`src/rtl/fps_pkg.sv`:
```
package fps_pkg;

  localparam int CHUNK_W = 10;

  localparam logic [7:0] OP_PROG_3B = 8'h02;
  localparam logic [7:0] OP_PROG_4B = 8'h12;

  typedef enum logic [2:0] {
    SQ_IDLE   = 3'd0,
    SQ_ISSUE  = 3'd1,
    SQ_STREAM = 3'd2,
    SQ_WAITPD = 3'd3,
    SQ_FINISH = 3'd4
  } seq_state_t;

  function automatic logic [CHUNK_W-1:0] page_bytes(input logic big_page);
    page_bytes = big_page ? CHUNK_W'(512) : CHUNK_W'(256);
  endfunction

  // bytes from an offset to the end of the page it falls in
  function automatic logic [CHUNK_W-1:0] room_in_page(input logic [8:0] low_addr,
                                                       input logic       big_page);
    logic [CHUNK_W-1:0] offs;
    offs = big_page ? {1'b0, low_addr} : {2'b00, low_addr[7:0]};
    room_in_page = page_bytes(big_page) - offs;
  endfunction

  function automatic logic [7:0] prog_opcode(input logic wide_addr);
    prog_opcode = wide_addr ? OP_PROG_4B : OP_PROG_3B;
  endfunction

  function automatic logic nibble_off(input logic [3:0] a, input logic [3:0] l);
    nibble_off = (a != 4'd0) || (l != 4'd0);
  endfunction

endpackage

```
`src/rtl/fps_chunk_calc.sv`:
```
module fps_chunk_calc
  import fps_pkg::*;
#(
  parameter int LEN_W = 24
) (
  input  logic [8:0]         low_addr,
  input  logic [LEN_W-1:0]   rem_bytes,
  input  logic               big_page,
  output logic [CHUNK_W-1:0] chunk_len,
  output logic [CHUNK_W-1:0] page_room
);

  localparam int PAD_W = LEN_W - CHUNK_W;

  logic rem_fits;

  always_comb begin
    page_room = room_in_page(low_addr, big_page);
    rem_fits  = rem_bytes < {{PAD_W{1'b0}}, page_room};
    chunk_len = rem_fits ? rem_bytes[CHUNK_W-1:0] : page_room;
  end

endmodule

```
`src/rtl/fps_byte_path.sv`:
```
module fps_byte_path
  import fps_pkg::*;
(
  input  logic               clk,
  input  logic               rst_n,
  input  logic               data_phase,
  input  logic [CHUNK_W-1:0] chunk_len,
  input  logic               in_valid,
  output logic               in_ready,
  input  logic [7:0]         in_data,
  output logic               out_valid,
  input  logic               out_ready,
  output logic [7:0]         out_data,
  output logic               payload_last
);

  logic [CHUNK_W-1:0] sent_cnt;
  logic               byte_xfer;

  assign in_ready     = data_phase && out_ready;
  assign out_valid    = data_phase && in_valid;
  assign out_data     = in_data;
  assign byte_xfer    = data_phase && in_valid && out_ready;
  assign payload_last = byte_xfer && (sent_cnt == chunk_len - CHUNK_W'(1));

  always_ff @(posedge clk or negedge rst_n) begin
    if (!rst_n)            sent_cnt <= '0;
    else if (!data_phase)  sent_cnt <= '0;
    else if (byte_xfer)    sent_cnt <= sent_cnt + CHUNK_W'(1);
  end

  AST_NO_BYTES_OFF_PHASE: assert property (@(posedge clk) disable iff (!rst_n)
    !data_phase |-> (!in_ready && !out_valid));

  AST_COUNT_BELOW_CHUNK: assert property (@(posedge clk) disable iff (!rst_n)
    data_phase |-> (sent_cnt < chunk_len));

endmodule

```
`src/rtl/fps_seq.sv`:
```
module fps_seq
  import fps_pkg::*;
#(
  parameter int ADDR_W = 32,
  parameter int LEN_W  = 24
) (
  input  logic               clk,
  input  logic               rst_n,
  input  logic               req_valid,
  output logic               req_ready,
  input  logic [ADDR_W-1:0]  req_addr,
  input  logic [LEN_W-1:0]   req_len,
  input  logic               req_page512,
  input  logic               req_addr4,
  input  logic               cmd_ready,
  input  logic               payload_last,
  input  logic               prog_done,
  input  logic [CHUNK_W-1:0] chunk_len,
  output logic               cmd_valid,
  output logic               data_phase,
  output logic [ADDR_W-1:0]  cur_addr,
  output logic [LEN_W-1:0]   rem_bytes,
  output logic               big_page_q,
  output logic               wide_addr_q,
  output logic               done,
  output logic               misalign
);

  seq_state_t state, state_nx;
  logic       req_take;
  logic       cmd_take;
  logic       seq_over;

  assign req_ready  = (state == SQ_IDLE);
  assign cmd_valid  = (state == SQ_ISSUE);
  assign data_phase = (state == SQ_STREAM);
  assign done       = (state == SQ_FINISH);
  assign req_take   = req_valid && req_ready;
  assign cmd_take   = cmd_valid && cmd_ready;
  assign seq_over   = (rem_bytes == '0);

  always_comb begin
    state_nx = state;
    case (state)
      SQ_IDLE:   if (req_take) state_nx = (req_len == '0) ? SQ_FINISH : SQ_ISSUE;
      SQ_ISSUE:  if (cmd_take) state_nx = SQ_STREAM;
      SQ_STREAM: if (payload_last) state_nx = SQ_WAITPD;
      SQ_WAITPD: if (prog_done) state_nx = seq_over ? SQ_FINISH : SQ_ISSUE;
      SQ_FINISH: state_nx = SQ_IDLE;
      default:   state_nx = SQ_IDLE;
    endcase
  end

  always_ff @(posedge clk or negedge rst_n) begin
    if (!rst_n) state <= SQ_IDLE;
    else        state <= state_nx;
  end

  always_ff @(posedge clk or negedge rst_n) begin
    if (!rst_n) begin
      cur_addr    <= '0;
      rem_bytes   <= '0;
      big_page_q  <= 1'b0;
      wide_addr_q <= 1'b0;
      misalign    <= 1'b0;
    end else if (req_take) begin
      cur_addr    <= req_addr;
      rem_bytes   <= req_len;
      big_page_q  <= req_page512;
      wide_addr_q <= req_addr4;
      misalign    <= nibble_off(req_addr[3:0], req_len[3:0]);
    end else if (payload_last) begin
      cur_addr    <= cur_addr + ADDR_W'(chunk_len);
      rem_bytes   <= rem_bytes - LEN_W'(chunk_len);
    end
  end

  AST_IDLE_NO_CMD: assert property (@(posedge clk) disable iff (!rst_n)
    req_ready |-> !cmd_valid);

  AST_EMPTY_REQ_DONE: assert property (@(posedge clk) disable iff (!rst_n)
    (req_take && req_len == '0) |=> (done && !cmd_valid));

  AST_DONE_SINGLE: assert property (@(posedge clk) disable iff (!rst_n)
    done |=> !done);

  AST_HOLD_UNTIL_PD: assert property (@(posedge clk) disable iff (!rst_n)
    (state == SQ_WAITPD && !prog_done) |=> (!cmd_valid && !data_phase));

  AST_LAST_CLEARS_REM: assert property (@(posedge clk) disable iff (!rst_n)
    (payload_last && LEN_W'(chunk_len) == rem_bytes) |=> seq_over);

endmodule

```
`src/rtl/flash_page_splitter.sv`:
```
module flash_page_splitter
  import fps_pkg::*;
#(
  parameter int ADDR_W = 32,
  parameter int LEN_W  = 24
) (
  input  logic               clk,
  input  logic               rst_n,
  input  logic               req_valid,
  output logic               req_ready,
  input  logic [ADDR_W-1:0]  req_addr,
  input  logic [LEN_W-1:0]   req_len,
  input  logic               req_page512,
  input  logic               req_addr4,
  output logic               misalign,
  output logic               cmd_valid,
  input  logic               cmd_ready,
  output logic [7:0]         cmd_opcode,
  output logic [ADDR_W-1:0]  cmd_addr,
  output logic [CHUNK_W-1:0] cmd_len,
  input  logic               in_valid,
  output logic               in_ready,
  input  logic [7:0]         in_data,
  output logic               out_valid,
  input  logic               out_ready,
  output logic [7:0]         out_data,
  input  logic               prog_done,
  output logic               done
);

  localparam int NARROW_W = 24;

  logic               data_phase;
  logic               payload_last;
  logic [ADDR_W-1:0]  cur_addr;
  logic [LEN_W-1:0]   rem_bytes;
  logic               big_page_q;
  logic               wide_addr_q;
  logic [CHUNK_W-1:0] chunk_len;
  logic [CHUNK_W-1:0] page_room;

  function automatic logic [ADDR_W-1:0] visible_addr(input logic [ADDR_W-1:0] a,
                                                     input logic              wide);
    logic [ADDR_W-1:0] keep;
    keep = wide ? {ADDR_W{1'b1}} : ADDR_W'({NARROW_W{1'b1}});
    visible_addr = a & keep;
  endfunction

  fps_seq #(.ADDR_W(ADDR_W), .LEN_W(LEN_W)) u_seq (
    .clk          (clk),
    .rst_n        (rst_n),
    .req_valid    (req_valid),
    .req_ready    (req_ready),
    .req_addr     (req_addr),
    .req_len      (req_len),
    .req_page512  (req_page512),
    .req_addr4    (req_addr4),
    .cmd_ready    (cmd_ready),
    .payload_last (payload_last),
    .prog_done    (prog_done),
    .chunk_len    (chunk_len),
    .cmd_valid    (cmd_valid),
    .data_phase   (data_phase),
    .cur_addr     (cur_addr),
    .rem_bytes    (rem_bytes),
    .big_page_q   (big_page_q),
    .wide_addr_q  (wide_addr_q),
    .done         (done),
    .misalign     (misalign)
  );

  fps_chunk_calc #(.LEN_W(LEN_W)) u_calc (
    .low_addr  (cur_addr[8:0]),
    .rem_bytes (rem_bytes),
    .big_page  (big_page_q),
    .chunk_len (chunk_len),
    .page_room (page_room)
  );

  fps_byte_path u_bytes (
    .clk          (clk),
    .rst_n        (rst_n),
    .data_phase   (data_phase),
    .chunk_len    (chunk_len),
    .in_valid     (in_valid),
    .in_ready     (in_ready),
    .in_data      (in_data),
    .out_valid    (out_valid),
    .out_ready    (out_ready),
    .out_data     (out_data),
    .payload_last (payload_last)
  );

  assign cmd_opcode = prog_opcode(wide_addr_q);
  assign cmd_addr   = visible_addr(cur_addr, wide_addr_q);
  assign cmd_len    = chunk_len;

  AST_CHUNK_IN_PAGE: assert property (@(posedge clk) disable iff (!rst_n)
    cmd_valid |-> ({1'b0, page_bytes(big_page_q)} >=
                   {1'b0, page_bytes(big_page_q) - page_room} + {1'b0, cmd_len}));

  AST_CHUNK_SANE: assert property (@(posedge clk) disable iff (!rst_n)
    cmd_valid |-> (cmd_len != '0 && LEN_W'(cmd_len) <= rem_bytes));

  AST_OPCODE_MODE: assert property (@(posedge clk) disable iff (!rst_n)
    cmd_valid |-> (wide_addr_q ? cmd_opcode == 8'h12 : cmd_opcode == 8'h02));

  AST_CMD_HELD: assert property (@(posedge clk) disable iff (!rst_n)
    (cmd_valid && !cmd_ready) |=> (cmd_valid && $stable(cmd_addr) &&
                                   $stable(cmd_len) && $stable(cmd_opcode)));

endmodule

```
`config.mk`:
```
export PLATFORM = sky130hd
export DESIGN_NAME = flash_page_splitter
export DESIGN_NICKNAME = d
export VERILOG_FILES = /design/src/rtl/fps_pkg.sv /design/src/rtl/fps_chunk_calc.sv /design/src/rtl/fps_byte_path.sv /design/src/rtl/fps_seq.sv /design/src/rtl/flash_page_splitter.sv
export SDC_FILE = /design/constraint.sdc
export NUM_CORES = 1
export LEC_CHECK = 0
export ABC_AREA = 1
export ABC_CLOCK_PERIOD_IN_PS = 4200
export BUFFER_PORTS_ARGS = -buffer_cell sky130_fd_sc_hd__buf_2
export CORE_AREA = 2 2 118 120
export CTS_CLUSTER_SIZE = 24
export DETAILED_ROUTE_END_ITERATION = 10
export DIE_AREA = 0 0 120 122
export GPL_ROUTABILITY_DRIVEN = 0
export PLACE_DENSITY = 0.75
export SYNTH_ARGS = -nofsm -noshare
export SYNTH_HDL_FRONTEND = slang
export SYNTH_SLANG_ARGS = --single-unit
```
`constraint.sdc`:
```
create_clock -name clk -period 4.2 [get_ports clk]
set_input_delay 0.63 -clock clk [delete_from_list [all_inputs] [get_ports clk]]
set_output_delay 0.63 -clock clk [all_outputs]
set_load 0.01 [all_outputs]
```
==> impl_summary.log, run 1 <==
INFO  metric synthToLayoutAreaGrowth = 41.4%
INFO  metric die-area = 14600 um2
INFO  metric vdd_drop_max = 449 uV
INFO  metric antenna_found_initial = 0
INFO  metric power_density = 990 nW/um2
INFO  metric instance_area_at_placement = 7720 um2
INFO  metric design.final.nets = 1327
INFO  metric synthesis.area_per_instance = 6.58 um2
INFO  metric routed_wire_length_per_instance = 17.8 um
INFO  metric async_flop_share = 100%
INFO  metric drt_pass1_iterations = 6
INFO  metric core_region_area = 13500 um2
INFO  metric finalNonFillerCells = 1405
INFO  metric postSynthRegisterBits = 72
INFO  metric vias = 7948
INFO  metric period_share = 115%
INFO  metric synth_warnings = 0
INFO  metric endpoints_failing_hold = 0
INFO  metric clock_pin_slew_reported_for_the_worst_setup_and_hold_paths_after_clock_tree_synthesis = 0.07 ns
INFO  metric drv_cap = 0
INFO  metric cts_tree = yes
INFO  metric route.detailed.drc = 0
INFO  metric ys.flop_type = dfrtp_1
INFO  metric layout_common_cells = nand2_1, inv_1, buf_2
INFO  metric viasPerCell = 5.66
INFO  metric critical_path.endpoint_type = flop
INFO  metric worst_path_largest_cell_delay = 0.42 ns
INFO  metric max_slew.worst_pin.slew = 1.18 ns
INFO  metric most_common_cell_on_crit_path = a21oi_2
INFO  metric grt_use_total = 27.9%
INFO  metric n_fill_cell = 975
INFO  metric layout_cell_share_with_drive_strength_beyond_1 = 35.7%
INFO  metric post_synth_edffs = 0
INFO  metric cts_inserted_buffers = 9
INFO  metric post-place-cells = 1330
INFO  metric detail_route.iter0.violations = 908
INFO  metric synth_cell_types = 49
INFO  metric report.final.slew_viol_count = 0
INFO  metric setup_viol = 59
INFO  metric first_global_vias = 6678
INFO  metric netlist_instances = 1019
INFO  metric rsz0062_at_grt = yes
INFO  metric port-buffer-count = 113
INFO  metric floorplan.die.width = 120 um
INFO  metric global_route.overflow_total = 0
INFO  metric synth_sequential_area_ratio = 26.9%
INFO  metric count_of_pins_on_the_block_boundary = 137
INFO  metric relSlewSlack = 21.4%
INFO  metric final_area = 9470 um2
INFO  metric h-tree-depth = 3
INFO  metric clock_sinks = 72
INFO  metric critPathLaunchType = flop
INFO  metric wl = 25000 um
INFO  metric total_half_perimeter_wirelength_after_legalization_and_detailed_placement = 14200 um
INFO  metric clk_latency = 0.36 ns
INFO  metric grt_first_pass_wirelength = 32400 um
INFO  metric antenna_cells = 0
INFO  metric cp.arrival = 5.09 ns
INFO  metric cts.root.buffer_cell = clkbuf_16
INFO  metric run_status = complete, but fails checks
INFO  metric cts-root-to-sink-buffers = 2
INFO  metric num_rows = 43
INFO  metric final.min_clock_period = 4.85 ns
INFO  metric timing.critical_path.fanout_max = 6
INFO  metric min_path_type = primary input to async pin
INFO  metric clock.fmax = 206 MHz
INFO  metric worst_ep_required_time = 4.44 ns
INFO  metric grt_max_degree = 73
INFO  metric clock_skew = 0.00938 ns
INFO  metric violations = negative setup slack
INFO  metric worst_slack = -0.647 ns
INFO  metric worst_path_class_setup = flop to flop
INFO  metric initial_utilization = 49.6%
INFO  metric total_leakage_power = 4.78 nW
INFO  metric ff2ff_setup_slack = -0.65 ns
INFO  metric die_h = 122 um
INFO  metric most_frequent_standard_cell_in_the_layout_excluding_fill_and_tap_cells = nand2_1
INFO  metric antenna_nets_post_route = 0
INFO  metric crit_slowest_cell = dfrtp_1
INFO  metric post_synth_instance_area = 6700 um2
==> synth_stat cells, drive strengths merged (2+ instances only) <==
library cell / number / share of area (%)
nand3: 58 / 4.7
nand2: 315 / 18
fa: 2 / 0.60
and3: 2 / 0.19
a21o: 3 / 0.34
conb: 2 / 0.11
nor3: 22 / 1.8
xnor2: 11 / 1.4
o21bai: 3 / 0.34
nor4: 7 / 0.65
o22ai: 2 / 0.19
clkbuf: 13 / 0.73
o31ai: 4 / 0.45
buf: 54 / 6.3
or2: 6 / 0.63
dfrtp: 72 / 27
a21oi: 30 / 2.2
o21ai: 93 / 7.3
xor2: 36 / 4.7
o21a: 3 / 0.34
nor2: 93 / 5.9
nand4: 12 / 1.1
ha: 32 / 6.0
inv: 133 / 7.5
==> cell families (layout without fill, tap and decap cells) <==
kind of cell / count (synthesis) / in the layout / synth area share, %
other: 2 / 7 / 0.112
buffers and inverters: 201 / 399 / 14.5
and+or+nand+nor: 519 / 522 / 33.8
DFF: 72 / 72 / 26.9
AOI/OAI and AO/OA: 144 / 144 / 12.0
xor gates and xnor gates: 47 / 47 / 6.14
adders and majority gates: 34 / 34 / 6.57
==> layer usage <==
metal / GRT usage, % / share of wire, % / vias up
met5: 0 / 0 / -
met4: 10.4 / 5.3 / 0
met3: 5.52 / 10 / 132
met2: 46.1 / 46 / 549
met1: 36.3 / 38 / 3650
li1: - / - / 3617
==> through the flow <==
| step | hold slack [ns] | total power [mW] | utilization [%] | setup TNS (ns) | setup WS [ns] |
|---|---|---|---|---|---|
| 6_report | 0.400 | 9.38 | 70.1 | -26.59 | -0.647 |
| 5_1_grt | 0.494 | 9.92 | 70.1 | -31.99 | -0.718 |
| 4_1_cts | 0.470 | 7.78 | 62.8 | -0.118 | -0.0254 |
| 3_5_place_dp | 0.472 | 6.34 | 57.1 | -4.85 | -0.296 |
| 3_3_place_gp | 0.452 | 6.25 | 57.1 | -0.578 | -0.137 |
| 2_1_floorplan | 0.334 | 4.62 | - | 0 | 0.0141 |
==> worst paths after layout <==
check | depth (start not counted) | from | to
worst max-delay path | 29 | u_seq.cur_addr[1]$_DFFE_PN0P_ | u_seq.cur_addr[11]$_DFFE_PN0P_
worst min-delay path | 1 | rst_n | u_bytes.sent_cnt[4]$_DFFE_PN0P_
worst max register to register | 29 | u_seq.cur_addr[1]$_DFFE_PN0P_ | u_seq.cur_addr[11]$_DFFE_PN0P_
worst min register to register | 1 | u_bytes.sent_cnt[8]$_DFFE_PN0P_ | u_bytes.sent_cnt[8]$_DFFE_PN0P_
max in group asynchronous | 1 | rst_n | u_seq.rem_bytes[17]$_DFFE_PN0P_
min in group clk | 3 | req_addr4 | u_seq.wide_addr_q$_DFFE_PN0P_
==> where the power goes <==
part | internal, mW | total [mW] | leakage [nW] | switching, mW
combinational | 3.26 | 7.24 | 3.71 | 3.98
sequential | 0.945 | 1.32 | 0.931 | 0.379
clock | 0.466 | 0.817 | 0.146 | 0.351
total | 4.67 | 9.38 | 4.78 | 4.71
==> sequential cells by signal (all words and copies together) (netlist names) <==
| name | flops |
|---|---|
| u_bytes.sent_cnt | 10 |
| u_seq.state | 3 |
| u_seq.wide_addr_q | 1 |
| u_seq.big_page_q | 1 |
| u_seq.rem_bytes | 24 |
| u_seq.misalign | 1 |
| u_seq.cur_addr | 32 |
==> cell type report <==
type                       instances  area [um2]  area share (%)
multi-input combinational        754        4790            50.6
timing repair buffer             249        1830            19.3
sequential                        72        1800            19.0
inverter                         134         518            5.47
clock buffer                       9         225            2.38
tap                              180         225            2.38
clock inverter                     7        77.6           0.819
==> worst max-delay path: cells and delay by family, from the launching register on <==
family | cells | cell delay (ns)
xor gates and xnor gates | 2 | 0.40
adders and majority gates | 2 | 0.61
AOI/OAI and AO/OA | 9 | 1.35
buffers and inverters | 4 | 0.50
and+or+nand+nor | 12 | 1.44
DFF | 1 | 0.42
==> repair_timing <==
action | 4_1_cts | 5_1_grt
resized for setup | 68 | 127
pin swaps | 47 | 89
endpoints found under the setup margin | 55 | 59
hold buffers | 0 | 0
cloned | 2 | 12
buffers inserted | 20 | 25
Note: power is estimated with default switching activity, not from simulation.
==> run 2, diff against run 1 <==
- ABC_CLOCK_PERIOD_IN_PS: 4200 -> 4100
- clock period: 4.2 -> 4.1 ns (I/O delays scaled with it)
==> run 2 against run 1 <==
Net effect:
- first-iteration DRC count grew 53%
- clock-buffer cell count unchanged
- global-route usage increased by 3.4 points
- the run still ends with negative setup slack left
- utilization up 2.3 points
- hold slack worse by 0.0076 ns
- sequential power increased by 4%
- largest power group unchanged
- sequential cell count is the same
- non-clock buffer count grew 12
==> impl_summary.log, run 2 (synthesis results as in run 1) <==
INFO  metric internal-power = 5.02 mW
INFO  metric grtUsageMet1 = 38.6%
INFO  metric critical_path.endpoint_type = flop
INFO  metric design.final.nets = 1338
INFO  metric cts_inserted_buffers = 9
INFO  metric power.switching = 5.46 mW
INFO  metric total_power = 10.5 mW
INFO  metric grt_first_pass_wirelength = 36000 um
INFO  metric die-area = 14600 um2
INFO  metric rsz0062_at_grt = yes
INFO  metric first_global_vias = 7271
INFO  metric synthToLayoutAreaGrowth = 45.9%
INFO  metric global_route.overflow_total = 0
INFO  metric critPathLaunchType = flop
INFO  metric floorplan.die.width = 120 um
INFO  metric instance_area_at_placement = 7750 um2
INFO  metric power_share_of_the_combinational_group = 79.4%
INFO  metric power_density = 1070 nW/um2
INFO  metric place_ws = -0.317 ns
INFO  metric clk_latency = 0.37 ns
INFO  metric max_flop_register = u_seq.cur_addr
INFO  metric layout_cell_share_with_drive_strength_beyond_1 = 40.2%
INFO  metric endpoints_failing_hold = 0
INFO  metric run_status = complete, but fails checks
INFO  metric total_leakage_power = 4.97 nW
INFO  metric min_path_type = primary input to async pin
INFO  metric detail_route.iter0.violations = 1389
INFO  metric final_area = 9780 um2
INFO  metric most_frequent_standard_cell_in_the_layout_excluding_fill_and_tap_cells = nand2_1
INFO  metric antenna_found_initial = 0
INFO  metric die_h = 122 um
INFO  metric layout_common_cells = nand2_1, inv_1, buf_2, buf_4, dfrtp_1
INFO  metric power_frac_seq = 13.0%
INFO  metric n_fill_cell = 886
INFO  metric clock.fmax = 204 MHz
INFO  metric wl = 29100 um
INFO  metric worst_slack = -0.802 ns
INFO  metric setup_viol = 59
INFO  metric report.final.slew_viol_count = 0
INFO  metric grt_util_met3 = 6.23%
INFO  metric cts.root.buffer_cell = clkbuf_16
INFO  metric viasPerCell = 6.13
INFO  metric drv_cap = 0
INFO  metric use_met2 = 52.9%
INFO  metric period_share = 120%
INFO  metric crit_slowest_cell = dfrtp_1
INFO  metric antenna_nets_post_route = 0
INFO  metric clock_pin_slew_reported_for_the_worst_setup_and_hold_paths_after_clock_tree_synthesis = 0.08 ns
INFO  metric power.share.switching = 52.1%
INFO  metric post-place-cells = 1331
INFO  metric grt_use_total = 31.3%
INFO  metric count_of_pins_on_the_block_boundary = 137
INFO  metric final.min_clock_period = 4.90 ns
INFO  metric worst_path_class_setup = flop to flop
INFO  metric max_slew.worst_pin.slew = 1.13 ns
INFO  metric antenna_cells = 0
INFO  metric drt_pass1_iterations = 7
INFO  metric cts_stage_hold_buffer_count = 0
INFO  metric core_region_area = 13500 um2
INFO  metric most_common_cell_on_crit_path = nand2_1
INFO  metric reg.largest.list = u_seq.cur_addr: 32 flops, u_seq.rem_bytes: 24 flops, u_bytes.sent_cnt: 10 flops
INFO  metric num_rows = 43
INFO  metric top_usage_layer = met2
INFO  metric vias = 8684
INFO  metric cts-root-to-sink-buffers = 2
INFO  metric timing.critical_path.fanout_max = 8
INFO  metric relSlewSlack = 24.6%
INFO  metric cpLargestDelayFamily = simple AND/OR/NAND/NOR gates
INFO  metric clock_sinks = 72
INFO  metric critical_path.n_buffers_inverters = 5
INFO  metric worst_ep_required_time = 4.35 ns
INFO  metric worst_path_largest_cell_delay = 0.41 ns
INFO  metric total_half_perimeter_wirelength_after_legalization_and_detailed_placement = 14500 um
INFO  metric finalNonFillerCells = 1416
INFO  metric violations = negative setup slack
INFO  metric vdd_drop_max = 432 uV
INFO  metric cts_tree = yes
INFO  metric h-tree-depth = 3
INFO  metric clock_skew = 0.0173 ns
INFO  metric routed_wire_length_per_instance = 20.6 um
INFO  metric port-buffer-count = 113
INFO  metric initial_utilization = 49.6%
INFO  metric route.detailed.drc = 0
INFO  metric grt_max_degree = 73
INFO  metric share_clk_of_total_power = 7.6%
INFO  metric largest_register_ffs = 32
INFO  metric cp.arrival = 5.15 ns
run 2: cell types whose count changed in the layout (fill, tap and decap cells not counted), moves of 4 or more:
cell / previous run / this run
nand2_1: 278 / 246
nand2_2: 26 / 47
o21ai_0: 51 / 33
nand2_4: 10 / 22
o21ai_2: 15 / 25
buf_4: 106 / 112
o21ai_1: 24 / 30
buf_16: 0 / 4
run 2: worst register-to-register path, delay by kind of cell, from the launching register on:
kind,cells,cell delay (ns)
adders and majority gates,2,0.64
xor gates and xnor gates,2,0.26
and+or+nand+nor,22,2.62
DFF,1,0.41
AOI/OAI and AO/OA,1,0.14
buffers and inverters,5,0.73
run 2: cell type report:
class | count | area [um2] | area share [%]
flip-flops and latches | 72 | 1800 | 18.4
clock inverters | 7 | 55.1 | 0.563
inverters | 134 | 520 | 5.32
clock buffers | 9 | 225 | 2.30
repair inverters | 1 | 8.76 | 0.0896
well taps | 180 | 225 | 2.30
multi-input cells | 752 | 4940 | 50.6
repair buffers | 261 | 2000 | 20.4
run 2: worst paths after layout:
kind,start,end,slack (ns),cells after the start
max,u_seq.cur_addr[1]$_DFFE_PN0P_,u_seq.cur_addr[20]$_DFFE_PN0P_,-0.80,32
min,rst_n,u_bytes.sent_cnt[9]$_DFFE_PN0P_,0.39,1
max reg2reg,u_seq.cur_addr[1]$_DFFE_PN0P_,u_seq.cur_addr[20]$_DFFE_PN0P_,-0.80,32
min reg2reg,u_bytes.sent_cnt[8]$_DFFE_PN0P_,u_bytes.sent_cnt[8]$_DFFE_PN0P_,0.47,1
max in group asynchronous,rst_n,u_seq.cur_addr[18]$_DFFE_PN0P_,3.04,1
min in group clk,req_addr4,u_seq.wide_addr_q$_DFFE_PN0P_,0.44,3
run 2: through the flow:
step	hold WS, ns	TNS (ns)	utilization, %
final	0.392	-29.66	72.4
after detailed placement	0.461	-7.99	57.4
after CTS	0.447	-2.53	66.3
after global placement	0.455	-1.58	57.4
after floorplan	0.319	-0.0158	-
after global routing	0.478	-35.13	72.4
run 2: power groups by stage:
stage / Combinational, mW / Sequential (mW) / Clock [mW]
6_report: 8.32 / 1.37 / 0.797
4_1_cts: 6.34 / 1.30 / 0.776
3_5_place_dp: 5.28 / 1.28 / 0
3_3_place_gp: 5.19 / 1.28 / 0
2_1_floorplan: 3.54 / 1.21 / 0
5_1_grt: 8.73 / 1.37 / 0.818
run 2: metal layers:
layer	part of all wire, %	wire, um
met4	8.0	2340
met3	12	3490
met5	0	0
met1	34	9990
met2	46	13300
run 2: what timing repair did:
item                                    in CTS  in global routing
pin swaps                                   39                 66
cloned                                       6                  6
resized for setup                          122                160
endpoints found under the setup margin      59                 59
setup buffers                               36                 23
==> run 3, diff against run 2 <==
- ABC_CLOCK_PERIOD_IN_PS: 4100 -> 5700
- CORE_AREA: 2 2 118 120 -> 2 2 114 116
- DIE_AREA: 0 0 120 122 -> 0 0 116 118
- PLACE_DENSITY: 0.75 -> 0.77
- RECOVER_POWER: not set -> 100
- clock period: 4.1 -> 5.7 ns (I/O delays scaled with it)
==> run 3 against run 2 <==
Net effect:
- critical path depth fell by 4
- the run ends with max-capacitance violations, max-slew violations left
- clock skew fell by 0.010 ns
- final area fell by 25%
- sequential cell count did not move
- largest power group unchanged
- register-to-register slack improved by 1.4 ns
- largest cell class unchanged
- clock-buffer cell count rose by 2
- non-clock buffer count fell by 146
==> impl_summary.log, run 3 (synthesis results as in run 1) <==
INFO  metric clock.fmax = 197 MHz
INFO  metric antenna_found_initial = 0
INFO  metric endpoints_failing_hold = 0
INFO  metric setup_viol = 0
INFO  metric global_route.overflow_total = 0
INFO  metric synthToLayoutAreaGrowth = 8.76%
INFO  metric most_frequent_standard_cell_in_the_layout_excluding_fill_and_tap_cells = nand2_1
INFO  metric die_h = 118 um
INFO  metric initial_utilization = 54.0%
INFO  metric critical_path.endpoint_type = flop
INFO  metric cp.arrival = 5.31 ns
INFO  metric report.final.slew_viol_count = 144
INFO  metric post-place-cells = 1244
INFO  metric die-area = 13700 um2
INFO  metric routed_wire_length_per_instance = 14.1 um
INFO  metric num_rows = 41
INFO  metric route.detailed.drc = 0
INFO  metric total_power = 4.65 mW
INFO  metric timing.critical_path.fanout_max = 41
INFO  metric drv_cap = 2
INFO  metric floorplan.die.width = 116 um
INFO  metric place_ws = 0.570 ns
INFO  metric largest_register_ffs = 32
INFO  metric clock_pin_slew_reported_for_the_worst_setup_and_hold_paths_after_clock_tree_synthesis = 0.06 ns
INFO  metric worst_path_class_setup = flop to flop
INFO  metric cts-root-to-sink-buffers = 2
INFO  metric finalNonFillerCells = 1260
INFO  metric total_leakage_power = 3.78 nW
INFO  metric relSlewSlack = -168%
INFO  metric port-buffer-count = 113
INFO  metric cts_stage_hold_buffer_count = 0
INFO  metric grt_first_pass_wirelength = 29200 um
INFO  metric tns = 0 ns
INFO  metric holdWs = 0.482 ns
INFO  metric antenna_nets_post_route = 0
INFO  metric max_flop_register = u_seq.cur_addr
INFO  metric most_common_cell_on_crit_path = nand2_1
INFO  metric power_density = 638 nW/um2
INFO  metric post_cts_resized = 0
INFO  metric reg.largest.list = u_seq.cur_addr: 32 flops, u_seq.rem_bytes: 24 flops, u_bytes.sent_cnt: 10 flops
INFO  metric rsz0062_at_grt = no
INFO  metric worst_path_largest_cell_delay = 0.49 ns
INFO  metric violations = max-capacitance violations, max-slew violations
INFO  metric detail_route.iter0.violations = 548
INFO  metric clock_skew = 0.00691 ns
INFO  metric run_status = complete, but fails checks
INFO  metric vias = 6629
INFO  metric first_global_vias = 6165
INFO  metric max_slew.worst_pin.slew = 4.02 ns
INFO  metric critPathLaunchType = flop
INFO  metric viasPerCell = 5.26
INFO  metric vdd_drop_max = 221 uV
INFO  metric total_half_perimeter_wirelength_after_legalization_and_detailed_placement = 13400 um
INFO  metric cts_tree = yes
INFO  metric core_region_area = 12400 um2
INFO  metric postCtsSetupRepairBufs = 0
INFO  metric wl = 17800 um
INFO  metric final.min_clock_period = 5.08 ns
INFO  metric count_of_pins_on_the_block_boundary = 137
INFO  metric drt_pass1_iterations = 5
INFO  metric antenna_cells = 0
INFO  metric cts_inserted_buffers = 9
INFO  metric period_share = 89.1%
INFO  metric min_path_type = flop to flop
INFO  metric cts.root.buffer_cell = clkbuf_16
INFO  metric design.final.nets = 1190
INFO  metric grt_max_degree = 73
INFO  metric worst_ep_required_time = 5.93 ns
INFO  metric worst_slack = 0.622 ns
INFO  metric clock_sinks = 72
INFO  metric layout_common_cells = nand2_1, inv_1, nor2_1, o21ai_0, dfrtp_1
INFO  metric h-tree-depth = 3
INFO  metric crit_slowest_cell = nand2_4
INFO  metric clk_latency = 0.34 ns
INFO  metric grt_use_total = 26.5%
INFO  metric layout_cell_share_with_drive_strength_beyond_1 = 11.8%
## run 3: power breakdown
group / total (mW) / switching, mW / leakage, nW / internal, mW
sequential: 0.940 / 0.242 / 0.931 / 0.698
clock: 0.615 / 0.231 / 0.150 / 0.384
combinational: 3.09 / 1.97 / 2.70 / 1.13
total: 4.65 / 2.44 / 3.78 / 2.21
## run 3: metrics by stage
step                instance area (um2)  utilization, %
detailed placement                 7060            56.9
CTS                                7380            59.4
global route                       7290            58.7
floorplan                          6720               -
global placement                   7060            56.9
finish                             7290            58.7
## run 3: worst paths after layout
check                                              startpoint  slack (ns)  cells past startpoint                              end
worst min register to register     u_seq.misalign$_DFFE_PN0P_        0.48                      2       u_seq.misalign$_DFFE_PN0P_
worst min-delay path               u_seq.misalign$_DFFE_PN0P_        0.48                      2       u_seq.misalign$_DFFE_PN0P_
max in group asynchronous                               rst_n        1.54                      1   u_seq.cur_addr[11]$_DFFE_PN0P_
min in group asynchronous                               rst_n        1.92                      1  u_bytes.sent_cnt[3]$_DFFE_PN0P_
worst max-delay path            u_seq.cur_addr[1]$_DFFE_PN0P_        0.62                     28   u_seq.rem_bytes[3]$_DFFE_PN0P_
worst max register to register  u_seq.cur_addr[1]$_DFFE_PN0P_        0.62                     28   u_seq.rem_bytes[3]$_DFFE_PN0P_
## run 3: per-layer routing
| metal | track usage [%] | wire length [um] | part of all wire [%] | vias to the layer above |
|---|---|---|---|---|
| li1 | - | - | - | 3328 |
| met1 | 35.6 | 7880 | 44 | 2989 |
| met2 | 42.0 | 8030 | 45 | 265 |
| met3 | 5.56 | 1330 | 7.5 | 47 |
| met4 | 9.67 | 550 | 3.1 | 0 |
| met5 | 0 | 0 | 0 | - |
## run 3: cell type report
cell class                      instances  area [um2]
Clock inverter                          5        81.3
Multi-Input combinational cell        751        3910
Fill cell                            1244        5130
Sequential cell                        72        1800
Inverter                              134         503
Clock buffer                           11         233
Timing Repair Buffer                  115         541
Tap cell                              172         215
## run 3: critical path: cells and delay by family (launching register included)
kind	cells	cell delay, ns
compound gates	1	0.19
simple gates	20	2.96
buf+inv	2	0.44
flops	1	0.43
fa+ha+maj	3	0.70
xor+xnor	2	0.25
